--- src/rtl/vgaio_pkg.sv ---
// Package: port offsets, group sizes and the shared decode types
// for the indexed VGA register port decoder.
package vgaio_pkg;

    localparam int DW = 8;

    localparam logic [7:0] OFS_MISC_WR = 8'hC2;
    localparam logic [7:0] OFS_MISC_RD = 8'hCC;
    localparam logic [7:0] OFS_SEQ_IDX = 8'hC4;
    localparam logic [7:0] OFS_SEQ_DAT = 8'hC5;
    localparam logic [7:0] OFS_GFX_IDX = 8'hCE;
    localparam logic [7:0] OFS_GFX_DAT = 8'hCF;
    localparam logic [7:0] OFS_CRT_IDX = 8'hD4;
    localparam logic [7:0] OFS_CRT_DAT = 8'hD5;

    localparam int SEQ_NREG = 5;
    localparam int GFX_NREG = 9;
    localparam int CRT_NREG = 25;

    // CRT protect: register/bit holding the enable, first index left
    // open, and the bits still writable at that partially open index.
    localparam int             CRT_LOCK_REG  = 17;
    localparam int             CRT_LOCK_BIT  = 7;
    localparam int             CRT_LOCK_LAST = 7;
    localparam logic [DW-1:0]  CRT_PART_MASK = 8'h10;

    // One write strobe per writable port.
    typedef struct packed {
        logic misc;
        logic seq_idx;
        logic seq_dat;
        logic gfx_idx;
        logic gfx_dat;
        logic crt_idx;
        logic crt_dat;
    } wstb_t;

    // Source selected for the read data bus.
    typedef enum logic [3:0] {
        RS_NONE,
        RS_MISC,
        RS_SEQ_IDX,
        RS_SEQ_DAT,
        RS_GFX_IDX,
        RS_GFX_DAT,
        RS_CRT_IDX,
        RS_CRT_DAT
    } rsel_t;

endpackage

--- src/rtl/vgaio_addr_decode.sv ---
// Address decoder: turns the port offset and the strobes into one
// write strobe per port and a read source select.
// Assumes at most one access (read or write) per offset per cycle.
module vgaio_addr_decode
    import vgaio_pkg::*;
(
    input  logic       wr_en,
    input  logic       rd_en,
    input  logic [7:0] port_ofs,
    output wstb_t      wstb,
    output rsel_t      rsel
);

    // Write decode: the read-only offset CCh has no write strobe.
    always_comb begin
        wstb = '0;
        if (wr_en) begin
            unique case (port_ofs)
                OFS_MISC_WR: wstb.misc    = 1'b1;
                OFS_SEQ_IDX: wstb.seq_idx = 1'b1;
                OFS_SEQ_DAT: wstb.seq_dat = 1'b1;
                OFS_GFX_IDX: wstb.gfx_idx = 1'b1;
                OFS_GFX_DAT: wstb.gfx_dat = 1'b1;
                OFS_CRT_IDX: wstb.crt_idx = 1'b1;
                OFS_CRT_DAT: wstb.crt_dat = 1'b1;
                default:     wstb         = '0;
            endcase
        end
    end

    // Read decode: the miscellaneous byte is read only at its own offset.
    always_comb begin
        rsel = RS_NONE;
        if (rd_en) begin
            unique case (port_ofs)
                OFS_MISC_RD: rsel = RS_MISC;
                OFS_SEQ_IDX: rsel = RS_SEQ_IDX;
                OFS_SEQ_DAT: rsel = RS_SEQ_DAT;
                OFS_GFX_IDX: rsel = RS_GFX_IDX;
                OFS_GFX_DAT: rsel = RS_GFX_DAT;
                OFS_CRT_IDX: rsel = RS_CRT_IDX;
                OFS_CRT_DAT: rsel = RS_CRT_DAT;
                default:     rsel = RS_NONE;
            endcase
        end
    end

endmodule

--- src/rtl/vgaio_ext_reg.sv ---
// External register: one byte loaded by its write strobe.
// Assumes the strobe is already decoded from its write-only offset.
module vgaio_ext_reg #(
    parameter int DW = 8
) (
    input  logic          clk,
    input  logic          rst_n,
    input  logic          wr,
    input  logic [DW-1:0] wdata,
    output logic [DW-1:0] q
);

    // Hold the byte; clear on reset, load on strobe.
    always_ff @(posedge clk) begin
        if (!rst_n)  q <= '0;
        else if (wr) q <= wdata;
    end

    // reset clears the byte.
    a_r1_ext_reset: assert property (@(posedge clk) !rst_n |=> q == '0);

    // a load shows up on the next cycle.
    a_r2_ext_load: assert property (@(posedge clk) disable iff (!rst_n)
        wr |=> q == $past(wdata));

endmodule

--- src/rtl/vgaio_idx_group.sv ---
// Indexed register group: an index register of IDX_W bits plus NREG
// data sub-registers reached through the data port. Indices at or above
// NREG read 0 and absorb writes. With LOCK_EN set, a bit inside the
// group blocks data writes below LOCK_LAST and limits writes at
// LOCK_LAST to PART_MASK.
// Assumes index and data strobes never occur in the same cycle.
module vgaio_idx_group #(
    parameter int            DW        = 8,
    parameter int            NREG      = 5,
    parameter int            IDX_W     = (NREG > 1) ? $clog2(NREG) : 1,
    parameter bit            LOCK_EN   = 1'b0,
    parameter int            LOCK_REG  = 0,
    parameter int            LOCK_BIT  = 0,
    parameter int            LOCK_LAST = 0,
    parameter logic [DW-1:0] PART_MASK = '0
) (
    input  logic             clk,
    input  logic             rst_n,
    input  logic             idx_wr,
    input  logic             dat_wr,
    input  logic [DW-1:0]    wdata,
    output logic [IDX_W-1:0] idx_q,
    output logic [DW-1:0]    dat_rd
);

    logic [NREG-1:0][DW-1:0] reg_q;
    logic [DW-1:0]           wmask;
    logic                    in_range;

    assign in_range = (int'(idx_q) < NREG);

    // Index register: keep only the low IDX_W bits of the written byte.
    always_ff @(posedge clk) begin
        if (!rst_n)      idx_q <= '0;
        else if (idx_wr) idx_q <= wdata[IDX_W-1:0];
    end

    // Per-index write mask, tightened by the protect bit when present.
    generate
        if (LOCK_EN) begin : g_lock
            logic lock_on;
            assign lock_on = reg_q[LOCK_REG][LOCK_BIT];

            // Pick the write mask from the protect bit and the index.
            always_comb begin
                wmask = '1;
                if (lock_on) begin
                    if (int'(idx_q) < LOCK_LAST)       wmask = '0;
                    else if (int'(idx_q) == LOCK_LAST) wmask = PART_MASK;
                end
            end

            // protected indices keep every bit.
            a_r6_lock_block: assert property (@(posedge clk) disable iff (!rst_n)
                (dat_wr && lock_on && int'(idx_q) < LOCK_LAST) |=> $stable(reg_q));

            // the partially open index changes only its open bits.
            a_r6_lock_partial: assert property (@(posedge clk) disable iff (!rst_n)
                (dat_wr && lock_on && int'(idx_q) == LOCK_LAST)
                |=> ((dat_rd ^ $past(dat_rd)) & ~PART_MASK) == '0);
        end else begin : g_open
            assign wmask = '1;
        end
    endgenerate

    // Data sub-registers: masked merge of the write into the selected one.
    generate
        for (genvar g = 0; g < NREG; g++) begin : g_reg
            // Update sub-register g when it is the selected index.
            always_ff @(posedge clk) begin
                if (!rst_n)
                    reg_q[g] <= '0;
                else if (dat_wr && idx_q == IDX_W'(g))
                    reg_q[g] <= (reg_q[g] & ~wmask) | (wdata & wmask);
            end
        end
    endgenerate

    // Data read mux: the selected sub-register, or 0 outside the range.
    always_comb begin
        dat_rd = '0;
        for (int i = 0; i < NREG; i++)
            if (idx_q == IDX_W'(i)) dat_rd = reg_q[i];
    end

    // reset clears the index and every sub-register.
    a_r1_grp_reset: assert property (@(posedge clk)
        !rst_n |=> (idx_q == '0 && reg_q == '0));

    // the index keeps the low bits of the written byte.
    a_r3_idx_capture: assert property (@(posedge clk) disable iff (!rst_n)
        idx_wr |=> idx_q == $past(wdata[IDX_W-1:0]));

    // a data write is visible through the read mux on its open bits.
    a_r4_data_write: assert property (@(posedge clk) disable iff (!rst_n)
        (dat_wr && in_range) |=> (dat_rd & $past(wmask)) == ($past(wdata) & $past(wmask)));

    // writes outside the range leave every sub-register alone.
    a_r5_oor_discard: assert property (@(posedge clk) disable iff (!rst_n)
        (dat_wr && !in_range) |=> $stable(reg_q));

    // reads outside the range return 0.
    a_r5_oor_read: assert property (@(posedge clk) disable iff (!rst_n)
        !in_range |-> dat_rd == '0);

endmodule

--- src/rtl/vgaio_port_decoder.sv ---
// Top: byte-wide I/O port decoder for a VGA-style register set.
// Holds the miscellaneous output byte and the sequencer, graphics and
// CRT controller indexed groups; the CRT group carries write protection.
// Assumes one bus access per cycle; read data is combinational.
module vgaio_port_decoder
    import vgaio_pkg::*;
#(
    parameter int SEQ_REGS = SEQ_NREG,
    parameter int GFX_REGS = GFX_NREG,
    parameter int CRT_REGS = CRT_NREG
) (
    input  logic       clk,
    input  logic       rst_n,
    input  logic       wr_en,
    input  logic       rd_en,
    input  logic [7:0] port_ofs,
    input  logic [7:0] wdata,
    output logic [7:0] rdata
);

    localparam int SEQ_IW = (SEQ_REGS > 1) ? $clog2(SEQ_REGS) : 1;
    localparam int GFX_IW = (GFX_REGS > 1) ? $clog2(GFX_REGS) : 1;
    localparam int CRT_IW = (CRT_REGS > 1) ? $clog2(CRT_REGS) : 1;

    wstb_t              wstb;
    rsel_t              rsel;
    logic [DW-1:0]      misc_q;
    logic [SEQ_IW-1:0]  seq_idx;
    logic [GFX_IW-1:0]  gfx_idx;
    logic [CRT_IW-1:0]  crt_idx;
    logic [DW-1:0]      seq_dat, gfx_dat, crt_dat;

    vgaio_addr_decode u_dec (
        .wr_en    (wr_en),
        .rd_en    (rd_en),
        .port_ofs (port_ofs),
        .wstb     (wstb),
        .rsel     (rsel)
    );

    vgaio_ext_reg #(.DW(DW)) u_misc (
        .clk   (clk),
        .rst_n (rst_n),
        .wr    (wstb.misc),
        .wdata (wdata),
        .q     (misc_q)
    );

    vgaio_idx_group #(.DW(DW), .NREG(SEQ_REGS), .IDX_W(SEQ_IW)) u_seq (
        .clk    (clk),
        .rst_n  (rst_n),
        .idx_wr (wstb.seq_idx),
        .dat_wr (wstb.seq_dat),
        .wdata  (wdata),
        .idx_q  (seq_idx),
        .dat_rd (seq_dat)
    );

    vgaio_idx_group #(.DW(DW), .NREG(GFX_REGS), .IDX_W(GFX_IW)) u_gfx (
        .clk    (clk),
        .rst_n  (rst_n),
        .idx_wr (wstb.gfx_idx),
        .dat_wr (wstb.gfx_dat),
        .wdata  (wdata),
        .idx_q  (gfx_idx),
        .dat_rd (gfx_dat)
    );

    vgaio_idx_group #(
        .DW        (DW),
        .NREG      (CRT_REGS),
        .IDX_W     (CRT_IW),
        .LOCK_EN   (1'b1),
        .LOCK_REG  (CRT_LOCK_REG),
        .LOCK_BIT  (CRT_LOCK_BIT),
        .LOCK_LAST (CRT_LOCK_LAST),
        .PART_MASK (CRT_PART_MASK)
    ) u_crt (
        .clk    (clk),
        .rst_n  (rst_n),
        .idx_wr (wstb.crt_idx),
        .dat_wr (wstb.crt_dat),
        .wdata  (wdata),
        .idx_q  (crt_idx),
        .dat_rd (crt_dat)
    );

    // Read mux: route the selected source, indices zero-extended.
    always_comb begin
        unique case (rsel)
            RS_MISC:    rdata = misc_q;
            RS_SEQ_IDX: rdata = DW'(seq_idx);
            RS_SEQ_DAT: rdata = seq_dat;
            RS_GFX_IDX: rdata = DW'(gfx_idx);
            RS_GFX_DAT: rdata = gfx_dat;
            RS_CRT_IDX: rdata = DW'(crt_idx);
            RS_CRT_DAT: rdata = crt_dat;
            default:    rdata = '0;
        endcase
    end

    // an idle read strobe leaves the bus at 0.
    a_r8_idle_bus: assert property (@(posedge clk) disable iff (!rst_n)
        !rd_en |-> rdata == '0);

    // a write at the read-back offset leaves the byte unchanged.
    a_r2_misc_rdport_nowrite: assert property (@(posedge clk) disable iff (!rst_n)
        (wr_en && port_ofs == OFS_MISC_RD) |=> $stable(misc_q));

    // writes to an unlisted offset move no index.
    a_r7_unmapped_idx_hold: assert property (@(posedge clk) disable iff (!rst_n)
        (wr_en && wstb == '0) |=> ($stable(seq_idx) && $stable(gfx_idx) && $stable(crt_idx)));

endmodule

--- config.mk ---
export PLATFORM = sky130hd
export DESIGN_NAME = vgaio_port_decoder
export DESIGN_NICKNAME = d
export VERILOG_FILES = /design/src/rtl/vgaio_pkg.sv /design/src/rtl/vgaio_addr_decode.sv /design/src/rtl/vgaio_ext_reg.sv /design/src/rtl/vgaio_idx_group.sv /design/src/rtl/vgaio_port_decoder.sv
export SDC_FILE = /design/constraint.sdc
export NUM_CORES = 1
export LEC_CHECK = 0
export BUFFER_PORTS_ARGS = -buffer_cell sky130_fd_sc_hd__buf_2
export CAP_MARGIN = 15
export CORE_MARGIN = 5
export CORE_UTILIZATION = 60
export CTS_CLUSTER_DIAMETER = 120
export DETAILED_ROUTE_END_ITERATION = 8
export PLACE_DENSITY = 0.77
export SETUP_SLACK_MARGIN = 0.05
export SLEW_MARGIN = 20
export SYNTH_ARGS = -nofsm -noshare
export SYNTH_HDL_FRONTEND = slang
export SYNTH_SLANG_ARGS = --single-unit
export TNS_END_PERCENT = 5
--- constraint.sdc ---
create_clock -name clk -period 2.43 [get_ports clk]
set_input_delay 0.243 -clock clk [delete_from_list [all_inputs] [get_ports clk]]
set_output_delay 0.243 -clock clk [all_outputs]
set_load 0.02 [all_outputs]
# Word level (Yosys, flattened, before mapping)
# Cells that the tools add are included.
[totals] register_bits=332 out_inout_bits=8 elab_cells=243
[op_classes] eq_ne=52 reduce_logical=42 n_bitwise=52 mux=53 magnitude_cmp=1
[ops] operator="8-bit 2-to-1 mux" count=42
[ops] operator="8-bit bitwise AND" count=26
[ops] operator="8-bit bitwise OR" count=25
[ops] operator="8-bit equality test (second input constant)" count=8
[ops] operator="8-bit one-hot mux with 7 select lines" count=1
[ops] operator="5-bit by 4-bit equality test with 1-bit output (second input constant)" count=9
[ops] operator="5-bit equality test (second input constant)" count=9
[ops] operator="1-bit logical AND" count=39
[ops] operator="4-bit by 3-bit equality test with 1-bit output (second input constant)" count=8
[ops] operator="3-bit one-hot mux with 7 select lines" count=1
[ops] operator="5-bit by 3-bit equality test with 1-bit output (second input constant)" count=4
[ops] operator="4-bit by 2-bit equality test with 1-bit output (second input constant)" count=4
[ops] operator="5-bit by 2-bit equality test with 1-bit output (second input constant)" count=2
[ops] operator="4-bit by 1-bit equality test with 1-bit output (second input constant)" count=2
[ops] operator="8-bit NOT" count=1
[ops] operator="1-bit 2-to-1 mux" count=7
[ops] operator="7-bit 2-to-1 mux" count=1
[ops] operator="3-bit by 2-bit equality test with 1-bit output (second input constant)" count=2
[ops] operator="5-bit by 1-bit equality test with 1-bit output (second input constant)" count=1
[ops] operator="5-bit logical NOT" count=1
[ops] operator="5-bit by 3-bit < comparator with 1-bit output (second input constant)" count=1
[ops] operator="4-bit equality test (second input constant)" count=1
[ops] operator="4-bit logical NOT" count=1
[ops] operator="4-bit 2-to-1 mux" count=1
[ops] operator="other kinds (3)" count=3

# Logic depth before layout (Yosys ltp)
[depth] depth_word=27 ltp_mapped=10

# Modules after synthesis
# A second synthesis with hierarchy kept.
[hier_totals] cells_unflattened=1962 hier_area_um2=17297.8
[by_module_without_submodules] mod="vgaio_idx_group (u_crt)" seq_area_each_um2=4103.9 n_inst=1 area_each_um2=10536.4 cells_each=1232
[by_module_without_submodules] mod="vgaio_idx_group (u_gfx)" seq_area_each_um2=1521.5 n_inst=1 area_each_um2=3758.6 cells_each=422
[by_module_without_submodules] mod="vgaio_idx_group (u_seq)" seq_area_each_um2=860.8 n_inst=1 area_each_um2=2053.2 cells_each=202
[by_module_without_submodules] mod="vgaio_port_decoder" seq_area_each_um2=0.0 n_inst=1 area_each_um2=441.7 cells_each=53
[by_module_without_submodules] mod="vgaio_ext_reg" seq_area_each_um2=160.2 n_inst=1 area_each_um2=301.5 cells_each=25
[by_module_without_submodules] mod="vgaio_addr_decode" seq_area_each_um2=0.0 n_inst=1 area_each_um2=206.4 cells_each=28

# Worst setup path after synthesis
# Ideal clock, no wire load.
[synth_path] path_type="reg-to-output" start="reg u_crt.idx_q[0]" end="out rdata[7]" path_stages_with_launch=10 path_slack_ps=97 path_buffers=5 arrival_ps=2090 path_cell_list="dfxtp_1 > buf_6 > buf_6 > buf_2 > buf_2 > buf_4 > nor2_1 > a221oi_1 > o311ai_0 > o21ai_0"
[synth_between] elab_chain_len=27 elab_cells_between_ends=51 classes_between="24 x eq/ne; 26 x mux; 1 x reduce/logical"
[synth_rtl] item="start, declared" line="vgaio_idx_group.sv:22" text="output logic [IDX_W-1:0] idx_q,"
[synth_rtl] item="start signal, assigned" line="vgaio_idx_group.sv:35" text="else if (idx_wr) idx_q <= wdata[IDX_W-1:0];"
[synth_rtl] item="5-bit logical NOT" line="vgaio_idx_group.sv:83" text="if (idx_q == IDX_W'(i)) dat_rd = reg_q[i];"
[synth_rtl] item="8-bit 2-to-1 mux (24 in a row)" line="vgaio_idx_group.sv:83"
[synth_rtl] item="8-bit 2-to-1 mux *" line="vgaio_idx_group.sv:83"
[synth_rtl] item="8-bit one-hot mux with 7 select lines *" line="vgaio_port_decoder.sv:90" text="unique case (rsel)"
[synth_rtl] item="end, declared" line="vgaio_port_decoder.sv:18" text="output logic [7:0] rdata"
# Every way passes the cells marked *; elsewhere a longest branch is shown, timed or not.

# Worst setup path in the final report
[layout_path] start="reg u_crt.idx_q[1]" end="out rdata[0]"
# Same word-level chain as after synthesis.

==> impl_metrics.csv <==
group,metric,value,unit
clock_tree,cts_buffer_depth,3,
critical_path,endpoint_kind,"primary output",
clock_tree,cts_buffers,35,
power,powerDensity,545.8,mW/mm^2
power,finalPower,10.85,mW
synthesis,synth.area.top_cells,"dfxtp_1, mux2i_1, nor2b_1",
detailed_routing,via_per_inst,6.130,
timing,fin_crit_sh,1.257,
run_status,status,"finished, violations left",
placed_design,portBuffers,27,
global_route,grt_pass1_vias,14020,
critical_path,cp_max_fo,6,
synthesis,netlist-cell-type-count,82,
die,core,0.02755,sq mm
hold_path,hold_class,"in2reg",
synthesis,syn_inst,1866,
synthesis,synthTopCellsByCount,"dfxtp_1, nand2_1, mux2i_1",
global_route,grt_max_degree,96,
clock_tree,clock-sinks,332,
timing,tightest_slew,673.0,ps
die,io_pins,28,
die,dieArea,0.03115,sq mm
critical_path,rr_worst_depth,9,
synthesis,ys_ff_latch,332,
timing,rsz0062_at_grt,"true",
power,leakagePower,6.756,nW
global_route,grtUsageTotal,0.3233,
critical_path,startpoint_type,"flip-flop",
critical_path,crit_chain,"buf_6, mux4_2, or2_4, a32oi_2, o21ai_2, a22oi_2, o211ai_1, buf_4",
synthesis,async_reset_ff_frac,0,
critical_path,cp_slowest_stage_delay,520,ps
timing,max_freq,327.3,MHz
detailed_routing,first_iter_violations,1697,
timing,skew,14.33,ps
clock_tree,cts-root-buf,"clkbuf_16",
placed_design,post-place-ws,-417.6,ps
die,fp.dieW,176.5,microns
synthesis,avgSynthCellArea,8.912,sq um
hold_path,whs_path_depth,3,
synthesis,synth_top_area_cell,"dfxtp_1",
clock_tree,tritoncts,"built",
final_layout,synthToLayoutAreaGrowth,19.50,%
critical_path,crit_required,2190,ps
final_layout,final_cell_area,0.01987,sq mm
timing,setup_viol_count_final,8,
timing,slew_headroom,0.5514,
timing,finalCriticalPeriod,3056,ps
critical_path,crit_arrival,2810,ps
placed_design,routabilityCongestion,1.008,
final_layout,fillers,2088,
synthesis,syn_area,0.01663,sq mm
detailed_routing,vias,14620,
clock_tree,ctsHoldBuffers,0,
final_layout,fin_util,0.7213,
detailed_routing,post_drt_wl_per_cell,21.69,microns
synthesis,syn-num-nets,1886,
placed_design,hpwl,35670,microns
final_layout,drive_gt1_frac,0.2177,
clock_tree,htreeDepth,2,
synthesis,synth_edf_count,0,
synthesis,synth_top_area_share,0.3997,
power,vdd_drop_max,0.0006123,V
hold_path,holdPathEnd,"u_seq.reg_q[8]$_SDFFE_PN0P_",
clock_tree,clk_pin_slew,60,ps
global_route,grt_pass1_wl,80460,microns
final_layout,diodes,0,
die,rows,61,
synthesis,synthFlopType,"dfxtp_1",
placed_design,placed_area,0.01818,sq mm
synthesis,synth_most_common_cell,"dfxtp_1",
critical_path,reg2reg_slack,90,ps
final_layout,final_nets,2009,
synthesis,yosys_warnings,0,
die,start_util,0.6036,
critical_path,critical-path-top-delay-family,"compound AO/OA/AOI/OAI gates",
die,die_h,176.5,microns
detailed_routing,drt_pre_antenna_iters,8,
clock_tree,worstSkewPairLatency,520,ps
critical_path,crit_slowest_cell,"mux4_2",
detailed_routing,drc,0,
synthesis,synth.yosys.seq_area_share,0.3997,
critical_path,cp.buffers_inverters,2,
global_route,grt_antenna_before_repair,0,
flow_run,drv_cap,0,
detailed_routing,ant_nets,0,
timing,drv_slew,0,
timing,setup-tns-final,-4424,ps
timing,fin_ws,-625.6,ps
global_route,overflow,0,
hold_path,hp-start,"wdata[0]",
timing,finalHoldViolations,0,
critical_path,path_class,"reg2out",
run_status,violations,"negative setup slack",
detailed_routing,wirelength,51720,microns
critical_path,r2r_start,"u_crt.idx_q[4]$_SDFFE_PN0P_",
## power by group
group / switching [mW] / internal [mW] / leakage [nW] / total, mW
combinational: 0.247 / 0.146 / 3.57 / 0.393
clock: 2.19 / 2.83 / 0.511 / 5.01
sequential: 0.000912 / 5.44 / 2.68 / 5.44
## per-layer routing
layer  vias to the layer above  wire [microns]  track usage
met1                      7086           22410       0.4631
li1                       6772               -            -
met2                       623           23100       0.4947
met5                         -               0            0
met4                         0            1979       0.1144
met3                       138            4226      0.05503
## worst max path at each step
stage	startpoint	endpoint	slack [ps]	cells after the start
after floorplan	u_crt.idx_q[0]$_SDFFE_PN0P_	rdata[7]	100	9
after global placement	u_crt.idx_q[1]$_SDFFE_PN0P_	rdata[1]	-390	9
after detailed placement	u_crt.idx_q[1]$_SDFFE_PN0P_	rdata[1]	-420	9
after CTS	u_crt.idx_q[1]$_SDFFE_PN0P_	rdata[0]	-680	9
after global routing	u_crt.idx_q[0]$_SDFFE_PN0P_	rdata[4]	-700	10
final	u_crt.idx_q[1]$_SDFFE_PN0P_	rdata[0]	-630	8
## worst reg2reg max path, delay by kind of cell (launching register included)
| family | cells | cell delay [ps] |
|---|---|---|
| and+or+nand+nor | 4 | 960 |
| buffers and inverters | 4 | 680 |
| muxes | 1 | 270 |
| DFF | 1 | 330 |
## layout make-up
cell class,instances,area [sq um],area share
multi-input combinational,1361,9557,0.4809
sequential,332,6658,0.3350
timing repair buffer,247,2090,0.1051
clock buffer,47,980.9,0.04936
tap,378,473.0,0.02380
clock inverter,8,67.56,0.003400
inverter,12,47.55,0.002392
## repair_timing
action / 4_1_cts / 5_1_grt
resized for setup: 53 / 62
endpoints found under the setup margin: 12 / 33
setup buffers: 13 / 8
gates cloned: 0 / 1
pin swaps: 16 / 27
## cell families (layout without fill, tap and decap cells)
| group | after synthesis | count (layout) | synth area share |
|---|---|---|---|
| and+or+nand+nor | 689 | 689 | 0.2206 |
| AOI/OAI and AO/OA | 441 | 441 | 0.1797 |
| DFF | 332 | 332 | 0.3997 |
| muxes | 231 | 231 | 0.1543 |
| buffers and inverters | 173 | 314 | 0.04567 |
## cell usage in the layout, fill, tap and decap left out, drive strengths merged, types with 14 or more instances in the layout
| master | netlist | routed |
|---|---|---|
| clkbuf | 99 | 48 |
| nor3 | 23 | 23 |
| a22oi | 20 | 20 |
| dfxtp | 332 | 332 |
| nand2b | 14 | 14 |
| nand2 | 306 | 306 |
| a21oi | 48 | 48 |
| o22ai | 22 | 22 |
| mux2i | 199 | 199 |
| nor2 | 68 | 68 |
| nor2b | 188 | 188 |
| a21boi | 163 | 163 |
| buf | 62 | 246 |
| mux4 | 19 | 19 |
| nand3 | 23 | 23 |
| o21ai | 101 | 101 |
## stage by stage
stage | hold slack, ps | instances
floorplan | 427.6 | 1866
global placement | 437.2 | 2308
detailed placement | 442.7 | 2308
CTS | 146.6 | 2376
global route | 185.8 | 2385
finish | 165.8 | 2385
Power figures use the tool's default switching activity.
